## config.mk

```make
export PLATFORM = sky130hd
export DESIGN_NAME = strobed_cmd_decoder
export DESIGN_NICKNAME = d
export VERILOG_FILES = /design/src/rtl/scd_pkg.sv /design/src/rtl/scd_sync.sv /design/src/rtl/scd_shifter.sv /design/src/rtl/scd_ctrl.sv /design/src/rtl/scd_readout.sv /design/src/rtl/strobed_cmd_decoder.sv
export SDC_FILE = /design/constraint.sdc
export NUM_CORES = 1
export LEC_CHECK = 0
export ABC_CLOCK_PERIOD_IN_PS = 2820
export BUFFER_PORTS_ARGS = -buffer_cell sky130_fd_sc_hd__buf_2
export CORE_UTILIZATION = 45
export DETAILED_ROUTE_END_ITERATION = 6
export GPL_TIMING_DRIVEN = 0
export PLACE_DENSITY_LB_ADDON = 0.05
export SYNTH_ARGS = -nofsm -noshare
export SYNTH_HDL_FRONTEND = slang
export SYNTH_SLANG_ARGS = --single-unit
```

## constraint.sdc

```tcl
create_clock -name clk -period 2.82 [get_ports clk]
set_input_delay 0.141 -clock clk [delete_from_list [all_inputs] [get_ports clk]]
set_output_delay 0.141 -clock clk [all_outputs]
set_load 0.02 [all_outputs]
```

## src/rtl/scd_pkg.sv

```systemverilog
package scd_pkg;
  localparam int BYTE_W = 8;

  typedef enum logic [1:0] {
    CLS_PANEL  = 2'b00,
    CLS_MODE   = 2'b01,
    CLS_ADDR   = 2'b10,
    CLS_STATUS = 2'b11
  } cls_e;

  typedef enum logic [2:0] {
    MD_DISP  = 3'b000,
    MD_PICT  = 3'b001,
    MD_GLYPH = 3'b010,
    MD_LED   = 3'b011,
    MD_KEYRD = 3'b100,
    MD_RSV5  = 3'b101,
    MD_RSV6  = 3'b110,
    MD_RSV7  = 3'b111
  } mode_e;

  typedef enum logic [1:0] {
    TGT_DISP  = 2'd0,
    TGT_PICT  = 2'd1,
    TGT_GLYPH = 2'd2
  } tgt_e;
endpackage

```

## src/rtl/scd_sync.sv

```systemverilog
// Multi-stage input synchronizer; lane 0 also gets edge pulses.
module scd_sync #(
  parameter int W      = 3,
  parameter int STAGES = 2
) (
  input  logic         clk,
  input  logic         rst_n,
  input  logic [W-1:0] async_i,
  output logic [W-1:0] lvl_o,
  output logic         rise0_o,
  output logic         fall0_o
);
  logic [W-1:0] stg_q [STAGES];
  logic         prev_q;

  always_ff @(posedge clk or negedge rst_n) begin
    if (!rst_n) begin
      for (int i = 0; i < STAGES; i++) stg_q[i] <= '0;
      prev_q <= 1'b0;
    end else begin
      stg_q[0] <= async_i;
      for (int i = 1; i < STAGES; i++) stg_q[i] <= stg_q[i-1];
      prev_q <= stg_q[STAGES-1][0];
    end
  end

  assign lvl_o   = stg_q[STAGES-1];
  assign rise0_o = stg_q[STAGES-1][0] & ~prev_q;
  assign fall0_o = ~stg_q[STAGES-1][0] & prev_q;
endmodule

```

## src/rtl/scd_shifter.sv

```systemverilog
// Byte assembly with window-relative command marking and abort.
module scd_shifter
  import scd_pkg::*;
(
  input  logic              clk,
  input  logic              rst_n,
  input  logic              stb,
  input  logic              sck_rise,
  input  logic              din,
  output logic              byte_vld_o,
  output logic [BYTE_W-1:0] byte_o,
  output logic              is_cmd_o
);
  localparam int CNT_W = $clog2(BYTE_W);
  localparam logic [CNT_W-1:0] LAST = CNT_W'(BYTE_W - 1);

  logic [BYTE_W-2:0] sh_q, sh_d;
  logic [CNT_W-1:0]  cnt_q, cnt_d;
  logic              first_q, first_d;
  logic              vld_q, vld_d;
  logic [BYTE_W-1:0] byte_q, byte_d;
  logic              cmd_q, cmd_d;

  always_comb begin
    sh_d    = sh_q;
    cnt_d   = cnt_q;
    first_d = first_q;
    vld_d   = 1'b0;
    byte_d  = byte_q;
    cmd_d   = cmd_q;
    if (!stb) begin
      cnt_d   = '0;
      first_d = 1'b1;
    end else if (sck_rise) begin
      sh_d  = {sh_q[BYTE_W-3:0], din};
      cnt_d = cnt_q + 1'b1;
      if (cnt_q == LAST) begin
        vld_d   = 1'b1;
        byte_d  = {sh_q, din};
        cmd_d   = first_q;
        first_d = 1'b0;
        cnt_d   = '0;
      end
    end
  end

  always_ff @(posedge clk or negedge rst_n) begin
    if (!rst_n) begin
      sh_q    <= '0;
      cnt_q   <= '0;
      first_q <= 1'b1;
      vld_q   <= 1'b0;
      byte_q  <= '0;
      cmd_q   <= 1'b0;
    end else begin
      sh_q    <= sh_d;
      cnt_q   <= cnt_d;
      first_q <= first_d;
      vld_q   <= vld_d;
      byte_q  <= byte_d;
      cmd_q   <= cmd_d;
    end
  end

  assign byte_vld_o = vld_q;
  assign byte_o     = byte_q;
  assign is_cmd_o   = cmd_q;
endmodule

```

## src/rtl/scd_ctrl.sv

```systemverilog
// Command decode, mode registers, address pointer and write port.
module scd_ctrl
  import scd_pkg::*;
#(
  parameter int ADDR_W     = 5,
  parameter int DISP_LAST  = 24,
  parameter int PICT_LAST  = 7,
  parameter int GLYPH_LAST = 15
) (
  input  logic              clk,
  input  logic              rst_n,
  input  logic              byte_vld,
  input  logic [BYTE_W-1:0] byte_i,
  input  logic              is_cmd,
  output logic [2:0]        panel_o,
  output logic [5:0]        status_o,
  output logic [3:0]        led_o,
  output logic              wr_en_o,
  output logic [1:0]        wr_tgt_o,
  output logic [ADDR_W-1:0] wr_addr_o,
  output logic [2:0]        wr_row_o,
  output logic [BYTE_W-1:0] wr_data_o,
  output logic              rd_load_o
);
  localparam logic [2:0] ROW_BAD = 3'd7;

  logic [2:0]        panel_q, panel_d;
  logic [5:0]        stat_q, stat_d;
  logic [3:0]        led_q, led_d;
  mode_e             mode_q, mode_d;
  logic              fix_q, fix_d;
  logic [ADDR_W-1:0] ptr_q, ptr_d;
  logic              wen_q, wen_d;
  logic [1:0]        tgt_q, tgt_d;
  logic [ADDR_W-1:0] wadr_q, wadr_d;
  logic [2:0]        row_q, row_d;
  logic [BYTE_W-1:0] wdat_q, wdat_d;
  logic              rdl_q, rdl_d;
  logic [ADDR_W-1:0] limit;
  logic              ptr_ok;

  always_comb begin
    case (mode_q)
      MD_DISP:  limit = ADDR_W'(DISP_LAST);
      MD_PICT:  limit = ADDR_W'(PICT_LAST);
      MD_GLYPH: limit = ADDR_W'(GLYPH_LAST);
      default:  limit = '0;
    endcase
    ptr_ok = (ptr_q <= limit);
  end

  always_comb begin
    panel_d = panel_q;
    stat_d  = stat_q;
    led_d   = led_q;
    mode_d  = mode_q;
    fix_d   = fix_q;
    ptr_d   = ptr_q;
    wen_d   = 1'b0;
    tgt_d   = tgt_q;
    wadr_d  = wadr_q;
    row_d   = row_q;
    wdat_d  = wdat_q;
    rdl_d   = 1'b0;
    if (byte_vld && is_cmd) begin
      case (cls_e'(byte_i[7:6]))
        CLS_PANEL:  panel_d = byte_i[2:0];
        CLS_MODE: begin
          mode_d = mode_e'(byte_i[2:0]);
          fix_d  = byte_i[3];
          rdl_d  = (mode_e'(byte_i[2:0]) == MD_KEYRD);
        end
        CLS_ADDR:   ptr_d  = byte_i[ADDR_W-1:0];
        CLS_STATUS: stat_d = byte_i[5:0];
        default: ;
      endcase
    end else if (byte_vld) begin
      case (mode_q)
        MD_DISP, MD_PICT: begin
          if (ptr_ok) begin
            wen_d  = 1'b1;
            tgt_d  = (mode_q == MD_DISP) ? TGT_DISP : TGT_PICT;
            wadr_d = ptr_q;
            row_d  = '0;
            wdat_d = byte_i;
            if (!fix_q) ptr_d = ptr_q + 1'b1;
          end
        end
        MD_GLYPH: begin
          if (ptr_ok && byte_i[7:5] != ROW_BAD) begin
            wen_d  = 1'b1;
            tgt_d  = TGT_GLYPH;
            wadr_d = ptr_q;
            row_d  = byte_i[7:5];
            wdat_d = {3'b000, byte_i[4:0]};
          end
        end
        MD_LED:   led_d = byte_i[3:0];
        MD_KEYRD: rdl_d = 1'b1;
        default: ;
      endcase
    end
  end

  always_ff @(posedge clk or negedge rst_n) begin
    if (!rst_n) begin
      panel_q <= '0;
      stat_q  <= '0;
      led_q   <= '0;
      mode_q  <= MD_DISP;
      fix_q   <= 1'b0;
      ptr_q   <= '0;
      wen_q   <= 1'b0;
      tgt_q   <= '0;
      wadr_q  <= '0;
      row_q   <= '0;
      wdat_q  <= '0;
      rdl_q   <= 1'b0;
    end else begin
      panel_q <= panel_d;
      stat_q  <= stat_d;
      led_q   <= led_d;
      mode_q  <= mode_d;
      fix_q   <= fix_d;
      ptr_q   <= ptr_d;
      wen_q   <= wen_d;
      rdl_q   <= rdl_d;
      if (wen_d) begin
        tgt_q  <= tgt_d;
        wadr_q <= wadr_d;
        row_q  <= row_d;
        wdat_q <= wdat_d;
      end
    end
  end

  assign panel_o   = panel_q;
  assign status_o  = stat_q;
  assign led_o     = led_q;
  assign wr_en_o   = wen_q;
  assign wr_tgt_o  = tgt_q;
  assign wr_addr_o = wadr_q;
  assign wr_row_o  = row_q;
  assign wr_data_o = wdat_q;
  assign rd_load_o = rdl_q;
endmodule

```

## src/rtl/scd_readout.sv

```systemverilog
// Key byte serializer driving an open-drain style enable.
module scd_readout
  import scd_pkg::*;
#(
  parameter int KEY_BYTES = 4
) (
  input  logic                        clk,
  input  logic                        rst_n,
  input  logic                        stb,
  input  logic                        sck_fall,
  input  logic                        rd_load,
  input  logic [KEY_BYTES*BYTE_W-1:0] key_i,
  output logic                        oe_o
);
  localparam int IDX_W = $clog2(KEY_BYTES + 1);

  logic [BYTE_W-1:0] tx_q, tx_d;
  logic [IDX_W-1:0]  idx_q, idx_d;
  logic              act_q, act_d;
  logic              bit_q, bit_d;

  always_comb begin
    tx_d  = tx_q;
    idx_d = idx_q;
    act_d = act_q;
    bit_d = bit_q;
    if (!stb) begin
      tx_d  = '1;
      idx_d = '0;
      act_d = 1'b0;
      bit_d = 1'b1;
    end else begin
      if (sck_fall && act_q) begin
        bit_d = tx_q[BYTE_W-1];
        tx_d  = {tx_q[BYTE_W-2:0], 1'b1};
      end
      if (rd_load) begin
        act_d = 1'b1;
        tx_d  = '1;
        for (int k = 0; k < KEY_BYTES; k++) begin
          if (idx_q == IDX_W'(k)) tx_d = key_i[BYTE_W*(KEY_BYTES-1-k) +: BYTE_W];
        end
        if (idx_q != IDX_W'(KEY_BYTES)) idx_d = idx_q + 1'b1;
      end
    end
  end

  always_ff @(posedge clk or negedge rst_n) begin
    if (!rst_n) begin
      tx_q  <= '1;
      idx_q <= '0;
      act_q <= 1'b0;
      bit_q <= 1'b1;
    end else begin
      tx_q  <= tx_d;
      idx_q <= idx_d;
      act_q <= act_d;
      bit_q <= bit_d;
    end
  end

  assign oe_o = act_q & ~bit_q;
endmodule

```

## src/rtl/strobed_cmd_decoder.sv

```systemverilog
module strobed_cmd_decoder
  import scd_pkg::*;
#(
  parameter int ADDR_W      = 5,
  parameter int KEY_BYTES   = 4,
  parameter int SYNC_STAGES = 2,
  parameter int DISP_LAST   = 24,
  parameter int PICT_LAST   = 7,
  parameter int GLYPH_LAST  = 15
) (
  input  logic                        clk,
  input  logic                        rst_n,
  input  logic                        ser_clk,
  input  logic                        ser_stb,
  input  logic                        ser_din,
  output logic                        ser_dout_oe,
  input  logic [KEY_BYTES*BYTE_W-1:0] key_data,
  output logic [2:0]                  panel_cfg,
  output logic [5:0]                  status_cfg,
  output logic [3:0]                  led_latch,
  output logic                        wr_en,
  output logic [1:0]                  wr_tgt,
  output logic [ADDR_W-1:0]           wr_addr,
  output logic [2:0]                  wr_row,
  output logic [BYTE_W-1:0]           wr_data
);
  logic [1:0]        rst_q;
  logic              rst_s_n;
  logic [2:0]        pins_lvl;
  logic              sck_rise, sck_fall;
  logic              stb_lvl, din_lvl;
  logic              byte_vld, is_cmd, rd_load;
  logic [BYTE_W-1:0] byte_w;

  always_ff @(posedge clk or negedge rst_n) begin
    if (!rst_n) rst_q <= 2'b00;
    else        rst_q <= {rst_q[0], 1'b1};
  end
  assign rst_s_n = rst_q[1];

  scd_sync #(.W(3), .STAGES(SYNC_STAGES)) u_sync (
    .clk(clk), .rst_n(rst_s_n),
    .async_i({ser_din, ser_stb, ser_clk}),
    .lvl_o(pins_lvl), .rise0_o(sck_rise), .fall0_o(sck_fall)
  );
  assign stb_lvl = pins_lvl[1];
  assign din_lvl = pins_lvl[2];

  scd_shifter u_shift (
    .clk(clk), .rst_n(rst_s_n), .stb(stb_lvl), .sck_rise(sck_rise),
    .din(din_lvl), .byte_vld_o(byte_vld), .byte_o(byte_w), .is_cmd_o(is_cmd)
  );

  scd_ctrl #(
    .ADDR_W(ADDR_W), .DISP_LAST(DISP_LAST),
    .PICT_LAST(PICT_LAST), .GLYPH_LAST(GLYPH_LAST)
  ) u_ctrl (
    .clk(clk), .rst_n(rst_s_n), .byte_vld(byte_vld), .byte_i(byte_w),
    .is_cmd(is_cmd), .panel_o(panel_cfg), .status_o(status_cfg),
    .led_o(led_latch), .wr_en_o(wr_en), .wr_tgt_o(wr_tgt),
    .wr_addr_o(wr_addr), .wr_row_o(wr_row), .wr_data_o(wr_data),
    .rd_load_o(rd_load)
  );

  scd_readout #(.KEY_BYTES(KEY_BYTES)) u_rd (
    .clk(clk), .rst_n(rst_s_n), .stb(stb_lvl), .sck_fall(sck_fall),
    .rd_load(rd_load), .key_i(key_data), .oe_o(ser_dout_oe)
  );
endmodule

```

Word-level counts from Yosys, hierarchy flattened
Cells that the tools add are included.
{"block": "classes", "add_sub_neg": 3, "multipliers": 0, "div_mod_pow": 0, "n_lt_le_gt_ge": 1, "n_eq_ne": 24, "shift": 0, "muxes": 52, "bitwise_logic": 7, "reduce_logical": 21}
{"cell": "$mux W8", "count": 9}
{"cell": "$mux W5", "count": 8}
{"cell": "$mux W3", "count": 8}
{"cell": "$mux W1", "count": 19}
{"cell": "$pmux W8 S2", "count": 1}
{"cell": "$pmux W5 S3", "count": 1}
{"cell": "$eq A3 B2 Y1 const B", "count": 4}
{"cell": "$reduce_and A2 Y1", "count": 6}
{"cell": "$ne A2 B2 Y1 const B", "count": 5}
{"cell": "$pmux W5 S2", "count": 1}
{"cell": "$eq A3 B3 Y1 const B", "count": 3}
{"cell": "$ne A2 B1 Y1 const B", "count": 4}
{"cell": "$reduce_bool A2 Y1", "count": 4}
{"cell": "$add A3 B1 Y3 const B", "count": 2}
{"cell": "$eq A3 B1 Y1 const B", "count": 2}
{"cell": "$logic_not A3 Y1", "count": 2}
{"cell": "$ne A3 B3 Y1 const B", "count": 2}
{"cell": "$pmux W3 S2", "count": 1}
{"cell": "$reduce_and A3 Y1", "count": 2}
{"cell": "$reduce_and A6 Y1", "count": 1}
{"cell": "$add A5 B1 Y5 const B", "count": 1}
{"cell": "$le A5 B5 Y1", "count": 1}
{"cell": "$reduce_and A5 Y1", "count": 1}
{"cell": "$eq A2 B2 Y1 const B", "count": 2}
{"cell": "other kinds (10)", "count": 18}
{"block": "totals", "reg_bits": 85, "latchBits": 0, "mem_bits_rw": 0, "rom_bits": 0, "input_bits": 37, "out_inout_bits": 33, "word_cells": 134, "n_memories": 0}

Logic depth before layout (Yosys ltp)
Gate-level depths: netlist of the first run.
{"block": "depth", "ltp_word": 9, "mapped_depth": 10, "ltp_nobuf": 8}

Cells and area by module
Synthesis of the first run repeated with hierarchy kept, for this count alone.
{"block": "unflattened", "hier_cells": 327, "area_unflattened_um2": 4075.2}
{"mod": "scd_ctrl", "n_inst": 1, "cells_each": 158, "area_per_inst_um2": 1986.9}
{"mod": "scd_readout", "n_inst": 1, "cells_each": 102, "area_per_inst_um2": 989.7}
{"mod": "scd_shifter", "n_inst": 1, "cells_each": 52, "area_per_inst_um2": 832.0}
{"mod": "scd_sync", "n_inst": 1, "cells_each": 12, "area_per_inst_um2": 212.7}
{"mod": "strobed_cmd_decoder", "n_inst": 1, "cells_each": 3, "area_per_inst_um2": 53.8}

Worst setup path before layout of the first run
Ideal clock, no wire load.
{"block": "synth_timing", "path_type": "reg2reg", "from": "register u_ctrl.mode_q[2]", "to": "register u_ctrl.wdat_q[1] (netlist: u_ctrl.wr_data_o[1])", "setup_ns": 0.125, "arrival_ns": 2.472, "required_ns": 2.695, "setup_slack_ns": 0.223, "stages_incl_launch_ff": 10, "n_path_buf": 2, "path_cell_list": "dfrtp_1 > clkbuf_1 > or3_1 > ha_1 > a21o_1 > o22a_1 > o211ai_4 > o211ai_4 > buf_6 > mux2_4"}
{"block": "synth_between", "elab_chain_cells": 9}
{"element": "from (decl)", "line": "scd_ctrl.sv:30", "rtl": "mode_e mode_q, mode_d;"}
{"element": "from (signal assigned)", "line": "scd_ctrl.sv:123", "rtl": "mode_q <= mode_d;"}
{"element": "$eq A3 B2 Y1, or another cell as far along", "line": "scd_ctrl.sv:43, scd_ctrl.sv:78"}
{"element": "$pmux W5 S3", "line": "scd_ctrl.sv:43", "rtl": "case (mode_q)"}
{"element": "$le A5 B5 Y1", "line": "scd_ctrl.sv:49", "rtl": "ptr_ok = (ptr_q <= limit);"}
{"element": "$logic_and A1 B1 Y1", "line": "scd_ctrl.sv:90", "rtl": "if (ptr_ok && byte_i[7:5] != ROW_BAD) begin"}
{"element": "$mux W1", "line": "scd_ctrl.sv:90"}
{"element": "$pmux W1 S2", "line": "scd_ctrl.sv:78", "rtl": "case (mode_q)"}
{"element": "$mux W1", "line": "scd_ctrl.sv:77", "rtl": "end else if (byte_vld) begin"}
{"element": "$mux W1", "line": "scd_ctrl.sv:65", "rtl": "if (byte_vld && is_cmd) begin"}
{"element": "$reduce_and A6 Y1 (no source line)"}
{"element": "to (signal assigned)", "line": "scd_ctrl.sv:132", "rtl": "wdat_q <= wdat_d;"}
{"element": "to (decl)", "line": "scd_ctrl.sv:37", "rtl": "logic [BYTE_W-1:0] wdat_q, wdat_d;"}
Parallel ways exist; a longest one is shown, timed or not.
A chain may end at the register's enable or synchronous reset.

Worst setup path in the final report of the first run
{"block": "layout_timing", "from": "register u_ctrl.mode_q[0]", "to": "register u_ctrl.ptr_q[1]"}
{"block": "layout_between", "elab_chain_cells": 5}
{"element": "$eq A3 B2 Y1, or another cell as far along", "line": "scd_ctrl.sv:43"}
{"element": "$pmux W5 S3", "line": "scd_ctrl.sv:43"}
{"element": "$le A5 B5 Y1", "line": "scd_ctrl.sv:49"}
{"element": "$reduce_bool A2 Y1 (no source line)"}
{"element": "$reduce_and A5 Y1 (no source line) *"}
{"element": "to (signal assigned)", "line": "scd_ctrl.sv:125", "rtl": "ptr_q <= ptr_d;"}
{"element": "to (decl)", "line": "scd_ctrl.sv:32", "rtl": "logic [ADDR_W-1:0] ptr_q, ptr_d;"}
Mark *: on every way between the ends. The rest lies on a longest branch, timed or not.

==> reports/summary.txt, run 1 <==
Area Growth Syn to Fin -> 20.0%
Fill count -> 749
First-pass GRT wire length -> 13.0 mm
Crit. End Element -> flip-flop
Vias in the first global route -> 2617
Seq cells post-synth -> 85
Vias/cell -> 5.34
Initial Utilization -> 47.4%
CTS tree -> done
Hold slack final -> 92.7 ps
FFs w/ async S/R, synth -> 100%
DR pass1 iterations -> 4
Most common cell after layout, fill and taps aside -> dfrtp_1
P_leak -> 2.42 nW
Final WL -> 7.67 mm
Die Area -> 9160 µm²
Worst-Margin Slew -> 619 ps
Rows -> 33
Synth Net Count -> 372
Clk buf depth -> 2
Final WS setup -> 131 ps
Fmax -> 0.372 GHz
R2R cell count -> 9
Peak fanout along the critical path -> 7
Port Buffers -> 69
Slew Limit Fails -> 0
Setup-failing EPs final -> 0
Max_cap viols -> 0
Switch Pwr -> 0.532 mW
Fin crit period -> 2690 ps
Commonest non-fill, non-tap cells in the layout -> 74 x dfrtp_1, 70 x buf_2, 43 x mux2_2
Starting DRC count in detailed routing -> 120
CTS buffer count -> 9
Routability cong. -> 0.832
Max-slew headroom -> 58.7%
RSZ-0062 raised after global routing -> no
CTS clk-pin slew, worst paths -> 90 ps
Pwr dens -> 488 nW/µm²
Post-layout nets -> 460
CTS root buf -> clkbuf_8
Max IR drop VDD -> 0.339 mV
Sequential power share -> 56.5%
Post-synth EDFFs -> 0
Clock group share of total power -> 38.9%
Crit path DAT -> 2920 ps
H-tree Lvls -> 3
Req. time, crit path -> 3060 ps
Post-synthesis sequential area ratio -> 54.2%
Avg Inst Size Synth -> 12.2 µm²
Final worst-path cycle share -> 95.3%
Comb pwr share -> 4.6%
Share of cells above drive strength 1 -> 38.1%
Largest net degree at the start of global routing -> 44
Status -> completed
Power Internal -> 1.78 mW
Clk_skew -> 13.1 ps
Yosys cell types -> 49
Die height -> 95.7 µm
Clk_lat worst skew -> 350 ps
Synth Warn # -> 0
WL/cell -> 14.7 µm
Die Wd -> 95.7 µm
DRT antenna net count -> 0
Predominant post-synthesis flop cell -> dfrtp_1
Clk sink count -> 85
HP Class -> in -> async
Synthesized area -> 3950 µm²
Switching Share -> 23.0%
CP Class -> reg -> reg
Final HPWL DP -> 5.48 mm
IO Count -> 70
Place WS -> -79.2 ps
Core box area -> 8340 µm²
Cells after Synth -> 324
Setup crit start kind -> flip-flop
GR Util All Layers -> 18.8%
Number of remaining DRC errors -> 0
Diodes inserted -> 0
Grt ovf -> 0
Vias -> 2789
Initial antenna violation count -> 0
Final hold violations -> 0
-- sequential cells by signal, indices dropped and copies added, names as in the netlist, 4 cells and up --
register / cells
u_shift.byte_o: 8
u_rd.tx_q: 8
u_shift.sh_q: 7
u_ctrl.ptr_q: 5
u_ctrl.led_o: 4
u_ctrl.wr_addr_o: 5
u_ctrl.wr_data_o: 8
u_ctrl.status_o: 6
-- timing repair --
item | CTS | global route
hold buffers | 4 | 0
endpoints found under the setup margin | 6 | 14
hold endpoints to repair | 5 | 0
setup buffers | 2 | 2
pin swaps | 0 | 1
gates resized for setup | 0 | 1
-- cells in the mapped netlist, types with 2 or more instances --
cell | number | area share (%)
a2111oi_0 | 8 | 1.8
a21bo_2 | 4 | 1.0
a21oi_1 | 3 | 0.38
a221oi_1 | 3 | 0.67
and2_1 | 3 | 0.48
and3_1 | 2 | 0.32
clkbuf_1 | 13 | 1.2
dfrtp_1 | 75 | 48
dfstp_2 | 10 | 6.7
ha_1 | 11 | 3.5
inv_1 | 16 | 1.5
mux2_2 | 43 | 12
mux2_4 | 2 | 0.76
mux2i_1 | 14 | 3.5
nand2_1 | 16 | 1.5
nand3_1 | 6 | 0.76
nand3b_1 | 4 | 0.76
nand4_1 | 4 | 0.63
nor2_1 | 16 | 1.5
nor2b_1 | 8 | 1.3
nor3_1 | 2 | 0.25
nor3b_1 | 2 | 0.38
nor4_1 | 2 | 0.32
o211ai_4 | 2 | 1.1
o21a_1 | 2 | 0.38
o21ai_0 | 12 | 1.5
o221ai_1 | 8 | 1.8
o22a_1 | 2 | 0.44
o22ai_1 | 8 | 1.3
or3_1 | 3 | 0.48
xnor2_1 | 2 | 0.44
-- area by class of cell --
class,count,area [µm²],share of cell area [%]
Inverter,16,60.1,1.27
Multi-Input combinational cell,207,1690,35.6
Sequential cell,85,2140,45.2
Buffer,15,65.1,1.37
Clock inverter,6,77.6,1.64
Clock buffer,10,138,2.90
Timing Repair Buffer,78,435,9.19
Tap cell,105,131,2.77
-- cells by family (layout without fill, tap and decap cells) --
| logic type | after synthesis | in the layout | synth area share, % |
|---|---|---|---|
| buffers and inverters | 32 | 125 | 3.26 |
| DFF | 85 | 85 | 54.2 |
| xor gates and xnor gates | 2 | 2 | 0.444 |
| other | 1 | 1 | 0.0949 |
| and+or+nand+nor | 73 | 73 | 9.66 |
| muxes | 59 | 59 | 16.6 |
| AOI/OAI and AO/OA | 61 | 61 | 12.3 |
| adders and majority gates | 11 | 11 | 3.48 |
-- power groups by stage --
stage	logic, mW	registers, mW	clock network (mW)
2_1_floorplan	0.0572	1.33	0
3_3_place_gp	0.0863	1.34	0
3_5_place_dp	0.104	1.33	0
4_1_cts	0.108	1.31	0.933
5_1_grt	0.120	1.32	0.988
6_report	0.106	1.31	0.901
-- path summary, 6_finish.rpt --
kind | from | to | slack [ps]
hold / removal | rst_n | rst_q[1] | 90
max in group asynchronous | rst_q[1] | u_ctrl.wr_addr_o[1] | 1890
setup reg to reg | u_ctrl.mode_q[0] | u_ctrl.ptr_q[1] | 130
min in group clk | key_data[1] | u_rd.tx_q[1] | 130
setup / recovery | u_ctrl.mode_q[0] | u_ctrl.ptr_q[1] | 130
hold reg to reg | rst_q[1] | u_shift.cnt_q[2] | 320
-- routing by layer --
metal / wire length (µm) / track usage, % / vias to the layer above
met5: 0 / 0 / -
met2: 3390 / 28.2 / 47
met3: 263 / 4.74 / 5
met1: 3960 / 27.2 / 1376
li1: - / - / 1361
met4: 50 / 4.85 / 0
-- critical path, stage by stage, from the launching register on --
cell	delay, ps
dfrtp_1	480
xnor2_2	210
or2_4	260
ha_1	310
o21a_1	210
o311a_1	120
nor3_1	340
or3_1	170
buf_2	150
mux2_2	340
-- through the flow --
step | cell area [µm²] | utilization (%) | std cells | setup TNS, ps | power (mW)
finish | 4740 | 56.8 | 522 | 0 | 2.31
global route | 4740 | 56.8 | 522 | 0 | 2.43
floorplan | 3950 | - | 324 | 0 | 1.38
global placement | 4430 | 53.1 | 498 | -50810 | 1.43
detailed placement | 4450 | 53.4 | 499 | -157 | 1.44
CTS | 4720 | 56.6 | 521 | 0 | 2.35
Note: power is estimated with default switching activity, not from simulation.
==> run 2: changes to the inputs <==
--- a/config.mk
+++ b/config.mk
@@ -13,2 +13,3 @@
 export PLACE_DENSITY_LB_ADDON = 0.05
+export SLEW_MARGIN = 20
 export SYNTH_ARGS = -nofsm -noshare
==> constraint.sdc (replaced) <==
create_clock -name clk -period 2.82 [get_ports clk]
set_input_delay 0.282 -clock clk [delete_from_list [all_inputs] [get_ports clk]]
set_output_delay 0.282 -clock clk [all_outputs]
set_load 0.02 [all_outputs]
==> reports/summary.txt, run 2 (synthesis results as in run 1) <==
Share of cells above drive strength 1 -> 38.4% (+0.28 points)
H-tree Lvls -> 3 (unchanged)
Setup TNS Final -> 0 ps (unchanged)
Switch Pwr -> 0.530 mW (-0.28%)
Max_cap viols -> 0 (unchanged)
RSZ-0062 raised after global routing -> no
Port Buffers -> 69 (unchanged)
Area Growth Syn to Fin -> 19.2%
Vias/cell -> 5.38 (+0.65%)
Crit path DAT -> 2930 ps (about the same)
Die Wd -> 95.7 µm (unchanged)
Critical Path End -> u_ctrl.ptr_q[1]
Starting DRC count in detailed routing -> 118 (-1.7%)
Worst-Margin Slew -> 616 ps (-2.65 ps)
Rows -> 33 (unchanged)
DR pass1 iterations -> 4 (unchanged)
Grt ovf -> 0 (unchanged)
Diodes inserted -> 0 (unchanged)
Peak fanout along the critical path -> 7 (unchanged)
Sequential power share -> 56.6% (about the same)
CTS clk-pin slew, worst paths -> 90 ps (about the same)
IO Count -> 70 (unchanged)
CTS buffer count -> 9 (unchanged)
Power Internal -> 1.78 mW (-0.15%)
DP Cell Count -> 499 (unchanged)
Final WL -> 7.68 mm (about the same)
Number of remaining DRC errors -> 0 (unchanged)
Clock group share of total power -> 39.0% (about the same)
Routability cong. -> 0.832 (unchanged)
First-pass GRT wire length -> 12.9 mm (-0.22%)
Initial antenna violation count -> 0 (unchanged)
Die Area -> 9160 µm² (unchanged)
Clk buf depth -> 2 (unchanged)
Vias in the first global route -> 2612 (-0.19%)
Final hold violations -> 0 (unchanged)
Vias -> 2791 (+0.072%)
Slew Limit Fails -> 0 (unchanged)
Clk_lat worst skew -> 350 ps (about the same)
Max IR drop VDD -> 0.338 mV (-0.17%)
Req. time, crit path -> 3060 ps (about the same)
Comb pwr share -> 4.5% (about the same)
CP Class -> reg -> reg
Setup-failing EPs final -> 0 (unchanged)
Post-layout nets -> 457 (-0.65%)
Die height -> 95.7 µm (unchanged)
Final worst-path cycle share -> 95.4% (about the same)
Switching Share -> 23.0% (-0.023 points)
R2R cell count -> 9 (unchanged)
Most common cell after layout, fill and taps aside -> dfrtp_1
Non-Filler Instances -> 519 (-0.57%)
Clk sink count -> 85 (unchanged)
Setup crit start kind -> flip-flop
CTS tree -> done
Max-slew headroom -> 58.9% (+0.18 points)
WL/cell -> 14.8 µm (+0.64%)
Fin crit period -> 2690 ps (+0.871 ps)
Clk_skew -> 13.1 ps (-0.00860 ps)
Status -> completed
Initial Utilization -> 47.4% (unchanged)
DRT antenna net count -> 0 (unchanged)
Worst setup path start -> u_ctrl.mode_q[0]
Reg-to-Reg Start -> u_ctrl.mode_q[0]
Worst reg-to-reg setup slack -> 130 ps (about the same)
HP Class -> in -> reg
Largest net degree at the start of global routing -> 44 (unchanged)
Fmax -> 0.372 GHz (about the same)
Reg-to-reg endpoint -> u_ctrl.ptr_q[1]
Final HPWL DP -> 5.48 mm (unchanged)
CTS root buf -> clkbuf_8
GR Util All Layers -> 18.8% (-0.034 points)
Core box area -> 8340 µm² (unchanged)
Pwr dens -> 491 nW/µm² (+0.45%)
Crit. End Element -> flip-flop
P_leak -> 2.40 nW (-0.52%)
Commonest non-fill, non-tap cells in the layout -> 74 x dfrtp_1, 70 x buf_2, 43 x mux2_2
## run 2: cell types whose count changed in the layout (fill, tap and decap cells not counted)
cell | before | now
dlygate4sd3_1 | 4 | 1
## run 2: worst max-delay path: stages (launching register included)
cell     delay (ps)
dfrtp_1         480
xnor2_2         210
or2_4           260
ha_1            310
o21a_1          210
o311a_1         120
nor3_1          340
or3_1           170
buf_2           150
mux2_2          340
## run 2: routing by layer
| layer | GRT usage, % | wire [µm] |
|---|---|---|
| met5 | 0 | 0 |
| met4 | 4.85 | 50 |
| met3 | 4.74 | 299 |
| met2 | 28.2 | 3410 |
| met1 | 27.2 | 3920 |
## run 2: what timing repair did
action / CTS / global route
endpoints found under the hold margin: 2 / 0
hold buffers: 1 / 0
setup endpoints to repair: 6 / 14
setup buffers: 2 / 2
pin swaps: 0 / 1
cloned: 0 / 0
resized for setup: 0 / 1
## run 2: worst min-delay path by stage
stage | cells past startpoint | startpoint | end | slack (ps)
6_report | 1 | ser_stb | u_sync.stg_q[4] | 30
5_1_grt | 1 | ser_din | u_sync.stg_q[5] | 0.4
4_1_cts | 1 | ser_stb | u_sync.stg_q[4] | 10
3_5_place_dp | 1 | rst_n | rst_q[0] | 70
3_3_place_gp | 1 | rst_n | rst_q[0] | 70
2_1_floorplan | 0 | rst_n | rst_q[0] | -10
## run 2: final cells by class
cell class              count  area (µm²)
plain buffers              15        65.1
clock buffers              10         138
clock inverters             6        77.6
fillers                   748        3630
inverters                  16        60.1
multi-input cells         207        1690
flip-flops and latches     85        2140
well taps                 105         131
repair buffers             75         405
## run 2: power groups by stage
stage	clock network [mW]	registers, mW	logic [mW]
6_report	0.900	1.31	0.103
5_1_grt	0.988	1.32	0.117
4_1_cts	0.933	1.31	0.105
3_5_place_dp	0	1.33	0.104
3_3_place_gp	0	1.34	0.0863
2_1_floorplan	0	1.33	0.0572
## run 2: per-stage QoR
step	power [mW]	utilization (%)	worst slack [ps]	cell area (µm²)	hold WS (ps)
2_1_floorplan	1.38	-	223	3950	-13.6
3_3_place_gp	1.43	53.1	-698	4430	66.6
3_5_place_dp	1.44	53.4	-79.2	4450	68.3
4_1_cts	2.35	56.2	62.0	4690	13.1
5_1_grt	2.42	56.5	6.03	4710	0.402
6_report	2.31	56.5	130	4710	32.0
